`src/rtl/twa_pkg.sv`:
```
package twa_pkg;
  localparam int PRE_MAX  = 3;
  localparam int POST_MAX = 4;
  localparam int SPAN     = PRE_MAX + POST_MAX + 1;
  localparam int REL_W    = $clog2(SPAN);
  localparam int DLY_W    = 3;
  localparam int DLY_N    = 1 << DLY_W;
  localparam int PRE_W    = $clog2(PRE_MAX + 1);
  localparam int POST_W   = $clog2(POST_MAX + 1);
  // word stages before the decision: lookahead for pre-window plus resolve/register hops
  localparam int PIPE_N   = PRE_MAX + 2;
  localparam int LATENCY  = PIPE_N + 1;

  typedef logic [REL_W-1:0] rel_t;
  typedef logic [DLY_W-1:0] dly_t;
endpackage

```
`src/rtl/twa_accept_hist.sv`:
```
module twa_accept_hist
  import twa_pkg::*;
#(
  parameter int EVT_W = 10
) (
  input  logic                       clk,
  input  logic                       rst,
  input  logic                       accept_i,
  output logic [SPAN-1:0]            acc_o,
  output logic [SPAN-1:0][EVT_W-1:0] evt_o
);
  logic [EVT_W-1:0] evt_cnt;

  always_ff @(posedge clk) begin
    if (rst) begin
      acc_o   <= '0;
      evt_o   <= '0;
      evt_cnt <= '0;
    end else begin
      acc_o[0] <= accept_i;
      evt_o[0] <= evt_cnt;
      for (int k = 1; k < SPAN; k++) begin
        acc_o[k] <= acc_o[k-1];
        evt_o[k] <= evt_o[k-1];
      end
      if (accept_i) evt_cnt <= evt_cnt + 1'b1;
    end
  end
endmodule

```
`src/rtl/twa_owner_resolve.sv`:
```
module twa_owner_resolve
  import twa_pkg::*;
#(
  parameter int EVT_W = 10
) (
  input  logic                        clk,
  input  logic                        rst,
  input  logic [PRE_W-1:0]            pre_len_i,
  input  logic [POST_W-1:0]           post_len_i,
  input  logic [SPAN-1:0]             acc_i,
  input  logic [SPAN-1:0][EVT_W-1:0]  evt_i,
  output logic [DLY_N-1:0]            own_vld_o,
  output logic [DLY_N-1:0][EVT_W-1:0] own_evt_o,
  output rel_t [DLY_N-1:0]            own_rel_o
);
  logic             hit;
  logic [EVT_W-1:0] sel_evt;
  rel_t             sel_rel;

  // Resolves crossing (now - PRE_MAX); slot k of acc_i is that crossing's
  // accept offset giving relative index k directly.
  always_comb begin
    int pe;
    int po;
    pe = (int'(pre_len_i) > PRE_MAX) ? PRE_MAX : int'(pre_len_i);
    po = (int'(post_len_i) > POST_MAX) ? POST_MAX : int'(post_len_i);
    hit     = 1'b0;
    sel_evt = '0;
    sel_rel = '0;
    // lowest priority: most recent earlier accept inside its post-window
    for (int k = SPAN - 1; k > PRE_MAX; k--) begin
      if (acc_i[k] && (k <= PRE_MAX + po)) begin
        hit = 1'b1; sel_evt = evt_i[k]; sel_rel = rel_t'(k);
      end
    end
    // higher: nearest later accept inside its pre-window
    for (int k = 0; k < PRE_MAX; k++) begin
      if (acc_i[k] && (k >= PRE_MAX - pe)) begin
        hit = 1'b1; sel_evt = evt_i[k]; sel_rel = rel_t'(k);
      end
    end
    // highest: the crossing's own accept
    if (acc_i[PRE_MAX]) begin
      hit = 1'b1; sel_evt = evt_i[PRE_MAX]; sel_rel = rel_t'(PRE_MAX);
    end
  end

  always_ff @(posedge clk) begin
    if (rst) begin
      own_vld_o <= '0;
      own_evt_o <= '0;
      own_rel_o <= '0;
    end else begin
      own_vld_o[0] <= hit;
      own_evt_o[0] <= sel_evt;
      own_rel_o[0] <= sel_rel;
      for (int m = 1; m < DLY_N; m++) begin
        own_vld_o[m] <= own_vld_o[m-1];
        own_evt_o[m] <= own_evt_o[m-1];
        own_rel_o[m] <= own_rel_o[m-1];
      end
    end
  end
endmodule

```
`src/rtl/twa_word_delay.sv`:
```
module twa_word_delay
  import twa_pkg::*;
#(
  parameter int W = 19
) (
  input  logic         clk,
  input  logic         rst,
  input  logic         vld_i,
  input  logic [W-1:0] data_i,
  output logic         vld_o,
  output logic [W-1:0] data_o
);
  logic [PIPE_N-1:0]        vld_q;
  logic [PIPE_N-1:0][W-1:0] data_q;

  genvar g;
  generate
    for (g = 0; g < PIPE_N; g++) begin : g_stage
      if (g == 0) begin : g_head
        always_ff @(posedge clk) begin
          if (rst) vld_q[g] <= 1'b0;
          else     vld_q[g] <= vld_i;
          data_q[g] <= data_i;
        end
      end else begin : g_body
        always_ff @(posedge clk) begin
          if (rst) vld_q[g] <= 1'b0;
          else     vld_q[g] <= vld_q[g-1];
          data_q[g] <= data_q[g-1];
        end
      end
    end
  endgenerate

  assign vld_o  = vld_q[PIPE_N-1];
  assign data_o = data_q[PIPE_N-1];
endmodule

```
`src/rtl/twa_event_allocator.sv`:
```
module twa_event_allocator
  import twa_pkg::*;
#(
  parameter int PAYLOAD_W = 16,
  parameter int EVT_W     = 10
) (
  input  logic                             clk,
  input  logic                             rst,
  input  logic [PRE_W-1:0]                 pre_len_i,
  input  logic [POST_W-1:0]                post_len_i,
  input  logic                             accept_i,
  input  logic                             word_vld_i,
  input  logic [PAYLOAD_W-1:0]             word_data_i,
  input  logic [DLY_W-1:0]                 word_dly_i,
  input  logic                             fifo_full_i,
  output logic                             fifo_wr_o,
  output logic [EVT_W+REL_W+PAYLOAD_W-1:0] fifo_data_o,
  output logic                             overflow_o
);
  localparam int WORD_W = DLY_W + PAYLOAD_W;

  logic [SPAN-1:0]            acc_sr;
  logic [SPAN-1:0][EVT_W-1:0] evt_sr;
  logic [DLY_N-1:0]            own_vld;
  logic [DLY_N-1:0][EVT_W-1:0] own_evt;
  rel_t [DLY_N-1:0]            own_rel;
  logic                        pipe_vld;
  logic [WORD_W-1:0]           pipe_data;
  dly_t                        pipe_dly;
  logic                        keep;

  twa_accept_hist #(.EVT_W(EVT_W)) u_hist (
    .clk(clk), .rst(rst), .accept_i(accept_i), .acc_o(acc_sr), .evt_o(evt_sr)
  );

  twa_owner_resolve #(.EVT_W(EVT_W)) u_res (
    .clk(clk), .rst(rst), .pre_len_i(pre_len_i), .post_len_i(post_len_i),
    .acc_i(acc_sr), .evt_i(evt_sr),
    .own_vld_o(own_vld), .own_evt_o(own_evt), .own_rel_o(own_rel)
  );

  twa_word_delay #(.W(WORD_W)) u_dly (
    .clk(clk), .rst(rst), .vld_i(word_vld_i), .data_i({word_dly_i, word_data_i}),
    .vld_o(pipe_vld), .data_o(pipe_data)
  );

  // the word's lag indexes straight into the ownership history
  assign pipe_dly = pipe_data[WORD_W-1 -: DLY_W];
  assign keep     = pipe_vld && own_vld[pipe_dly];

  always_ff @(posedge clk) begin
    if (rst) begin
      fifo_wr_o   <= 1'b0;
      fifo_data_o <= '0;
      overflow_o  <= 1'b0;
    end else begin
      fifo_wr_o <= keep && !fifo_full_i;
      if (keep && !fifo_full_i)
        fifo_data_o <= {own_evt[pipe_dly], own_rel[pipe_dly], pipe_data[PAYLOAD_W-1:0]};
      if (keep && fifo_full_i)
        overflow_o <= 1'b1;
    end
  end
endmodule

```
`config.mk`:
```
export PLATFORM = sky130hd
export DESIGN_NAME = twa_event_allocator
export DESIGN_NICKNAME = d
export VERILOG_FILES = /design/src/rtl/twa_pkg.sv /design/src/rtl/twa_accept_hist.sv /design/src/rtl/twa_owner_resolve.sv /design/src/rtl/twa_word_delay.sv /design/src/rtl/twa_event_allocator.sv
export SDC_FILE = /design/constraint.sdc
export NUM_CORES = 1
export LEC_CHECK = 0
export CAP_MARGIN = 20
export CORE_ASPECT_RATIO = 1.5
export CORE_MARGIN = 2
export CORE_UTILIZATION = 55
export CTS_CLUSTER_DIAMETER = 150
export DETAILED_ROUTE_END_ITERATION = 10
export GPL_TIMING_DRIVEN = 0
export HOLD_SLACK_MARGIN = 0.05
export PLACE_DENSITY = 0.74
export SYNTH_ARGS = -nofsm -noshare
export SYNTH_HDL_FRONTEND = slang
export SYNTH_SLANG_ARGS = --single-unit
```
`constraint.sdc`:
```
create_clock -name clk -period 2.1 [get_ports clk]
set_clock_uncertainty 0.15 [all_clocks]
set_input_delay 0.315 -clock clk [delete_from_list [all_inputs] [get_ports clk]]
set_output_delay 0.315 -clock clk [all_outputs]
set_load 0.05 [all_outputs]
```
=== Word level (Yosys, flattened, before mapping) ===
Index checks and enable logic that the tools add are counted.

* Bits in registers: 341
* Bits of input ports: 29
* Logic and storage cells: 96
* Output and inout port bits: 31

* Magnitude comparators: 9
* Multiplexer cells: 31
* Add/subtract/negate cells: 3
* Reduce and logical (&&, ||, !) cells: 12

{| class="wikitable"
|+ Operators by type and width
! kind !! number
|-
| $le A4 B32 Y1 const A || 4
|-
| $mux W10 || 9
|-
| $add A3 B32 Y32 const A || 1
|-
| $ge A1 B32 Y1 const A || 1
|-
| $ge A2 B32 Y1 const A || 1
|-
| $ge A3 B32 Y1 const A || 1
|-
| $bmux W10 S3 || 1
|-
| $mux W3 || 6
|-
| $add A10 B1 Y10 const B || 1
|-
| $logic_and A1 B1 Y1 || 10
|-
| $bmux W3 S3 || 1
|-
| $mux W1 || 9
|-
| $mux W2 || 4
|-
| $reduce_or A5 Y1 || 1
|-
| $lt A3 B4 Y1 const B || 1
|-
| $bmux W1 S3 || 1
|-
| $gt A3 B3 Y1 const B || 1
|-
| $sub A2 B2 Y3 const A || 1
|-
| $logic_not A1 Y1 || 1
|}

=== Longest topological paths before layout ===
Gate-level depths: netlist of run 1.

* Word-level depth: 13
* Depth in mapped cells: 7
* Depth with buffers taken out: 4

=== Hierarchy ===
From an unflattened synthesis of run 1, not the netlist that was laid out.

* Cell total of the unflattened synthesis: 987
* Area, all modules: 11284.6 um^2

{| class="wikitable"
|+ Modules (own cells, without submodules)
! module !! area each (um^2) !! cells an instance !! instances !! sequential area each (um^2)
|-
| twa_owner_resolve || 4156.5 || 434 || 1 || 2242.2
|-
| twa_accept_hist || 2792.7 || 233 || 1 || 1961.9
|-
| twa_word_delay || 2175.8 || 124 || 1 || 2001.9
|-
| twa_event_allocator || 2159.6 || 196 || 1 || 620.6
|}

=== Least setup slack after synthesis of run 1 ===
Ideal clock, no wire load.

* Path kind: register to register
* Start point: register u_dly.data_q (netlist bit u_dly.data_o[17])
* End point: register fifo_data_o[22]
* Setup time: 0.138 ns
* Setup slack: 0.281 ns
* Period minus slack after synthesis: 1.819 ns
* Cell stages (with the launch flop): 7
* Data arrival time: 1.531 ns
* Buffers on the path: 2
* Required time: 1.812 ns
* Path through: dfxtp_1 -> buf_6 -> buf_12 -> mux4_1 -> mux2_2 -> nand3_2 -> a21oi_2

* Longest elaborated chain between the ends: 4
* Elaborated cells between the ends (all ways): 6
* Classes of those cells: mux (4); reduce/logical (2)

{| class="wikitable"
|+ RTL lines
! item !! RTL line !! RTL
|-
| start: declaration || twa_word_delay.sv:14 || <nowiki>logic [PIPE_N-1:0][W-1:0] data_q;</nowiki>
|-
| start signal: indexed assignment || twa_word_delay.sv:29 || <nowiki>data_q[g] <= data_q[g-1];</nowiki>
|-
| $bmux W1 S3 || twa_event_allocator.sv:49 || <nowiki>assign keep = pipe_vld && own_vld[pipe_dly];</nowiki>
|-
| $mux W1 (implied by the code) || twa_event_allocator.sv:49 ||
|-
| $logic_and A1 B1 Y1 || twa_event_allocator.sv:49 ||
|-
| $logic_and A1 B1 Y1 || twa_event_allocator.sv:58 || <nowiki>if (keep && !fifo_full_i)</nowiki>
|-
| end signal: assignment || twa_event_allocator.sv:59 || <nowiki>fifo_data_o <= {own_evt[pipe_dly], own_rel[pipe_dly], pipe_data[PAYLOAD_W-1:0]};</nowiki>
|-
| end: declaration || twa_event_allocator.sv:17 || <nowiki>output logic [EVT_W+REL_W+PAYLOAD_W-1:0] fifo_data_o,</nowiki>
|}

Parallel ways exist; a longest one is shown, timed or not. The select of a mux whose other input is x is not followed.
A chain may end at the register's enable or synchronous reset.

=== Worst setup path in the final report of run 1 ===
* Start point: input port rst
* End point: register fifo_data_o[3]

{| class="wikitable"
|+ RTL lines
! item !! RTL line !! RTL
|-
| start: declaration || twa_event_allocator.sv:8 || <nowiki>input logic rst,</nowiki>
|}

No word-level cell between the ends.

==> impl_metrics.env, run 1 <==
export IMPL_status="complete, no violations"
export IMPL_drc=0
export IMPL_total_power_mw=12.9
export IMPL_holdWs_ns=0.0752
export IMPL_syn_instance_count=919
export IMPL_clkLatencyLatePin_ns=0.56
export IMPL_antenna_found_initial=0
export IMPL_nets=1057
export IMPL_grt_pass1_vias=7009
export IMPL_coreArea_um2=19600
export IMPL_grt_pass1_wl_um=35900
export IMPL_die_h_um=177
export IMPL_final_antenna_net_count=0
export IMPL_async_flop_share_pct=0
export IMPL_yosysMostFrequentCell="dfxtp_1"
export IMPL_place_gp_congestion=0.857
export IMPL_slew_violations=0
export IMPL_routed_wl_um=22600
export IMPL_drtIter0Drc=386
export IMPL_cts_tree="done"
export IMPL_grt_max_degree=17
export IMPL_syn2layout_area_growth_pct=19.5
export IMPL_slew_headroom_pct=46.8
export IMPL_r2r_cells=6
export IMPL_dr_wl_met2_um=11700
export IMPL_maxCapViolCount=0
export IMPL_post_route_min_period_ns=2.03
export IMPL_clock_sinks=341
export IMPL_synth_nets=949
export IMPL_worstSetupStartpoint="rst"
export IMPL_slowest_stage="clkdlybuf4s50_1"
export IMPL_hold_viol_final=0
export IMPL_cts_max_path_buffers=3
export IMPL_end_kind="flip-flop"
export IMPL_period_share_pct=96.5
export IMPL_layout_drive_gt1_share_pct=11.7
export IMPL_crit_path_frequent_cell="clkbuf_1"
export IMPL_viasPerCell=5.32
export IMPL_synth_edf_count=0
export IMPL_critPathMaxFanout=10
export IMPL_clock_root_buffer="clkbuf_16"
export IMPL_syn_avg_cell_area_um2=11.9
export IMPL_powerDensity_nw_per_um2=986
export IMPL_netlist_area_um2=10900
export IMPL_irDropWorstVdd_v=0.000890
export IMPL_diodes=0
export IMPL_row_count=63
export IMPL_wl_met3_um=757
export IMPL_ios=60
export IMPL_clk_pin_slew_ns=0.07
export IMPL_ys_ff_latch=341
export IMPL_drt_first_pass_iters=5
export IMPL_met1_length_um=9420
export IMPL_min_path_type="primary input to flip-flop"
export IMPL_cp_required_ns=2.37
export IMPL_yosysSeqAreaShare_pct=62.4
export IMPL_die_area_um2=21100
export IMPL_worst_pin_slew_ns=0.794
export IMPL_synth_common_cells="dfxtp_1 (341), nor2b_1 (188), a21oi_1 (46), clkbuf_1 (46), o21ai_1 (32)"
export IMPL_fillers=1485
export IMPL_die_w_um=119
export IMPL_path_cells="clkdlybuf4s50_1 > clkbuf_1 > clkbuf_2 > clkbuf_1 > a21oi_1"
export IMPL_yosys_cell_types_count=51
export IMPL_hpwlAfterDp_um=15000
export IMPL_top_layer="met4"
export IMPL_ys_flop_type="dfxtp_1"
export IMPL_reg2reg_from="u_dly.data_o[17]"
export IMPL_floorplan_initialDensity_pct=55.8
export IMPL_yosys_area_top_type="dfxtp_1"
export IMPL_holdPathStages=1
export IMPL_grt_usage_pct=21.4
export IMPL_slowest_delay_ns=0.52
export IMPL_cts_buffers=29
export IMPL_grt_ovfl_total=0
export IMPL_yosys_warnings=0
export IMPL_worst_setup_path_start_kind="primary input"
export IMPL_setup_violations=0
export IMPL_arrival_ns=2.29
export IMPL_leakagePower_nw=5.30
export IMPL_setup_worst_path_class="primary input to flip-flop"
export IMPL_num_vias=6969
export IMPL_max_freq_ghz=0.493
export IMPL_min_from="word_data_i[8]"
export IMPL_yosys_area_top_type_share_pct=62.4
export IMPL_synth_area_leaders="dfxtp_1 (62%), nor2b_1 (11%), mux4_1 (4.8%)"
export IMPL_wl_per_cell_um=17.2
export IMPL_io_buffers=58
export IMPL_htreeDepth=1
## flip-flops by register name, indices dropped and copies added (netlist names), 8 cells and up
name,cells
fifo_data_o,29
u_res.own_evt_o,80
u_res.own_vld_o,8
u_res.own_rel_o,24
u_hist.evt_cnt,10
u_hist.acc_o,8
u_hist.evt_o,80
u_dly.data_q,76
u_dly.data_o,19
## routing by layer
metal | vias to the layer above | track usage [%]
li1 | 3407 | -
met1 | 3353 | 25.1
met2 | 155 | 39.0
met3 | 54 | 3.06
met4 | 0 | 8.53
met5 | - | 0
## cells by family after synthesis
kind of cell / Yosys count / synth area share [%]
simple gates: 281 / 15.8
flops: 341 / 62.4
mux: 44 / 7.85
xor+xnor: 8 / 0.640
compound gates: 173 / 10.2
buf+inv: 71 / 3.05
fa+ha+maj: 1 / 0.114
## power by group
group / leakage, nW / total [mW] / switching (mW) / internal, mW
logic: 2.00 / 0.486 / 0.281 / 0.206
registers: 2.79 / 6.65 / 0.0474 / 6.60
clock network: 0.519 / 5.77 / 2.37 / 3.41
total: 5.30 / 12.9 / 2.70 / 10.2
## worst max-delay path: cells and delay by family
family | cells | cell delay, ns
compound gates | 1 | 0.10
buf+inv | 4 | 1.86
## what timing repair did
item                                    in CTS  in global routing
endpoints found under the hold margin       15                  0
gates resized for setup                     37                 14
endpoints found under the setup margin      94                 53
buffers inserted                             0                  4
hold buffers                                15                  0
## through the flow
step	setup slack [ns]	setup TNS (ns)	std cells	cell area (um^2)	util, %
after floorplan	0.281	0	919	10900	-
after global placement	-0.835	-93.31	1237	11900	60.4
after detailed placement	-0.845	-85.97	1237	11900	60.4
after CTS	0.00362	0	1306	13000	66.4
after global routing	-0.00947	-0.00947	1310	13100	66.7
final	0.0734	0	1310	13100	66.7
## final timing paths
path | slack, ns | to
max | 0.07 | fifo_data_o[3]
min | 0.08 | u_dly.data_q[8]
max reg2reg | 0.11 | fifo_data_o[22]
min reg2reg | 0.17 | u_dly.data_o[8]
## cells in the final DEF, fill, tap and decap left out, types with 6 or more instances in the layout
cell type / instances
a21o_1: 12
a21oi_1: 46
a21oi_2: 7
a222oi_1: 10
a22o_1: 10
a311oi_1: 10
and4b_1: 10
buf_2: 9
buf_4: 6
clkbuf_1: 38
clkbuf_16: 29
clkbuf_2: 11
clkbuf_8: 10
clkdlybuf4s50_1: 27
dfxtp_1: 341
dlygate4sd2_1: 31
dlygate4sd3_1: 15
mux2_2: 15
mux4_1: 20
mux4_2: 6
nand2_1: 6
nand2b_1: 11
nand3_1: 26
nand3_2: 7
nor2_1: 20
nor2b_1: 188
o21ai_0: 21
o21ai_1: 32
o22ai_1: 11
## area by class of cell
| type | instances | area (um^2) | area share (%) |
|---|---|---|---|
| sequential | 341 | 6830 | 52.2 |
| multi-input combinational | 507 | 3790 | 29.0 |
| clock buffer | 41 | 871 | 6.65 |
| timing repair buffer | 77 | 722 | 5.52 |
| buffer | 66 | 335 | 2.56 |
| tap | 260 | 325 | 2.49 |
| clock inverter | 13 | 195 | 1.49 |
| inverter | 5 | 18.8 | 0.143 |
Power figures use the tool's default switching activity.
==> inputs of run 2 (changes only) <==
--- a/config.mk
+++ b/config.mk
@@ -11,6 +11,7 @@
 export CORE_UTILIZATION = 55
 export CTS_CLUSTER_DIAMETER = 150
 export DETAILED_ROUTE_END_ITERATION = 10
+export GPL_ROUTABILITY_DRIVEN = 0
 export GPL_TIMING_DRIVEN = 0
 export HOLD_SLACK_MARGIN = 0.05
 export PLACE_DENSITY = 0.74
==> results of run 2 <==
Final layout, timing and power as in run 1 (identical DEF).
==> inputs of run 3 (changes only) <==
--- a/config.mk
+++ b/config.mk
@@ -5,6 +5,7 @@
 export SDC_FILE = /design/constraint.sdc
 export NUM_CORES = 1
 export LEC_CHECK = 0
+export ABC_AREA = 1
 export CAP_MARGIN = 20
 export CORE_ASPECT_RATIO = 1.5
 export CORE_MARGIN = 2
==> run 3 against run 2 <==
Net effect:
- combinational power is 6.4% higher
- via count increased by 22%
- power hardly changed
- die area increased by 3.2%
- worst hold slack worse by 0.0013 ns
- count of clock-buffer cells in the layout down 2
- global-route usage is 0.96 points higher
- critical path type is now flip-flop to flip-flop
- largest power group unchanged
- first-iteration DRC count is 19% higher
- sequential power about the same
- clock power is essentially flat
==> impl_metrics.env, run 3 <==
export IMPL_seq_area_um2=6830
export IMPL_htreeDepth=1
export IMPL_io_buffers=59
export IMPL_drtIter0Drc=459
export IMPL_yosysMostFrequentCell="dfxtp_1"
export IMPL_nets=1534
export IMPL_row_count=64
export IMPL_slew_violations=0
export IMPL_final_antenna_net_count=0
export IMPL_synth_nets=1428
export IMPL_maxCapViolCount=0
export IMPL_rsz0062_at_grt="no"
export IMPL_netlist_area_um2=11300
export IMPL_die_w_um=121
export IMPL_ys_ff_latch=341
export IMPL_finalSetupTns_ns=0
export IMPL_syn2layout_area_growth_pct=18.5
export IMPL_place_area_um2=12200
export IMPL_grt_usage_pct=22.3
export IMPL_post_route_min_period_ns=2.03
export IMPL_clock_sinks=341
export IMPL_syn_instance_count=1398
export IMPL_wl_per_cell_um=13.3
export IMPL_holdWs_ns=0.0739
export IMPL_viasPerCell=4.75
export IMPL_async_flop_share_pct=0
export IMPL_cts_max_path_buffers=3
export IMPL_powerDensity_nw_per_um2=963
export IMPL_synth_common_cells="dfxtp_1 (341), nor2_1 (282), inv_1 (271)"
export IMPL_worst_pin_slew_ns=0.704
export IMPL_finalInstanceArea_um2=13400
export IMPL_critPathMaxFanout=10
export IMPL_arrival_ns=2.37
export IMPL_ios=60
export IMPL_worst_setup_path_start_kind="flip-flop"
export IMPL_grt_pass1_wl_um=39300
export IMPL_fillers=1651
export IMPL_synth_area_leaders="dfxtp_1 (60%), nor2_1 (9.4%), inv_1 (9.0%)"
export IMPL_clkLatencyLatePin_ns=0.56
export IMPL_routed_wl_um=23800
export IMPL_cp_required_ns=2.45
export IMPL_coreArea_um2=20300
export IMPL_min_path_type="primary input to flip-flop"
export IMPL_layout_drive_gt1_share_pct=6.62
export IMPL_yosysSeqAreaShare_pct=60.4
export IMPL_yosys_area_top_type_share_pct=60.4
export IMPL_clk_pin_slew_ns=0.06
export IMPL_layout_commonest_cell="dfxtp_1"
export IMPL_grt_max_degree=17
export IMPL_cts_buffers=30
export IMPL_mostFrequentLayoutCells="dfxtp_1 (341), nor2_1 (282), inv_1 (271), nand2_1 (221), o21ai_0 (64)"
export IMPL_die_h_um=180
export IMPL_hpwlAfterDp_um=16500
export IMPL_top_regs="u_hist.evt_o (80), u_res.own_evt_o (80), u_dly.data_q (76)"
export IMPL_max_freq_ghz=0.493
export IMPL_irDropWorstVdd_v=0.000832
export IMPL_num_vias=8489
export IMPL_grt_ovfl_total=0
export IMPL_antenna_found_initial=0
export IMPL_multiInputGateArea_um2=3120
export IMPL_yosys_cell_types_count=29
export IMPL_yosys_area_top_type="dfxtp_1"
export IMPL_drc=0
export IMPL_status="complete, no violations"
export IMPL_synth_edf_count=0
export IMPL_leakagePower_nw=5.83
export IMPL_yosys_warnings=0
export IMPL_grt_pass1_vias=8369
export IMPL_die_area_um2=21700
export IMPL_end_kind="flip-flop"
export IMPL_floorplan_initialDensity_pct=55.8
export IMPL_diodes=0
export IMPL_syn_avg_cell_area_um2=8.08
export IMPL_period_share_pct=96.5
export IMPL_slew_headroom_pct=53.1
export IMPL_setup_violations=0
export IMPL_clock_root_buffer="clkbuf_16"
export IMPL_setup_worst_path_class="flip-flop to flip-flop"
export IMPL_drt_first_pass_iters=7
export IMPL_cts_tree="done"
export IMPL_ys_flop_type="dfxtp_1"
export IMPL_hold_viol_final=0
[run 3: cell types whose count changed after synthesis, sizes merged, moves of 23 or more]
cell,change
a21oi,-23
nor2,+263
nor2b,-188
buf,+24
inv,+268
nand2,+219
mux4,-26
o211ai,+26
o21ai,+23
[run 3: layout make-up]
type / instances / share of cell area, %
sequential: 341 / 51.0
multi-input combinational: 712 / 23.3
inverter: 275 / 7.72
clock buffer: 39 / 6.16
timing repair buffer: 74 / 5.24
buffer: 70 / 2.49
tap: 264 / 2.47
clock inverter: 14 / 1.63
[run 3: cells by family (layout without fill, tap and decap cells)]
group           Yosys count  after routing  synth area share (%)
simple gates            562            562                  20.0
buf+inv                 345            472                  12.0
flops                   341            341                  60.4
compound gates          149            149                  7.53
fa+ha+maj                 1              1                 0.111
[run 3: metal layers]
layer  up-vias  wire length (um)  global-route usage [%]
met5         -                 0                       0
met4         0               912                    10.6
met3        50               721                    2.73
met2       159             12900                    43.3
met1      3890              9200                    23.0
li1       4390                 -                       -
[run 3: through the flow]
stage	setup slack (ns)	utilization (%)	total power, mW	cells
after floorplan	0.576	-	7.07	1398
after global placement	-0.672	60.3	7.26	1721
after detailed placement	-0.655	60.3	7.27	1721
after CTS	0.00205	66.0	13.0	1789
after global routing	0.00764	66.1	13.3	1789
final	0.0727	66.1	12.9	1789
[run 3: path summary, 6_finish.rpt]
kind | startpoint | endpoint | slack [ns] | cells after the start
max | u_dly.data_o[18] | fifo_data_o[25] | 0.07 | 7
min | word_data_i[3] | u_dly.data_q[3] | 0.07 | 1
max reg2reg | u_dly.data_o[18] | fifo_data_o[25] | 0.07 | 7
min reg2reg | u_dly.data_q[46] | u_dly.data_q[65] | 0.17 | 0
[run 3: critical path: stages (launching register included)]
cell and delay, ns:
dfxtp_1 0.30, buf_2 0.19, inv_1 0.18, clkbuf_1 0.38, o21ai_0 0.16, o21ai_1 0.40, nor2_1 0.10, nor2_1 0.11
[run 3: where the power goes]
part | internal (mW) | leakage [nW] | switching, mW
clock | 3.39 | 0.508 | 2.35
combinational | 0.177 | 2.53 | 0.340
sequential | 6.60 | 2.79 | 0.0376
total | 10.2 | 5.83 | 2.73
[run 3: what timing repair did]
item | CTS | global route
resized for setup | 32 | 13
setup buffers | 0 | 0
hold endpoints to repair | 15 | 0
setup endpoints to repair | 41 | 7
hold buffers | 15 | 0
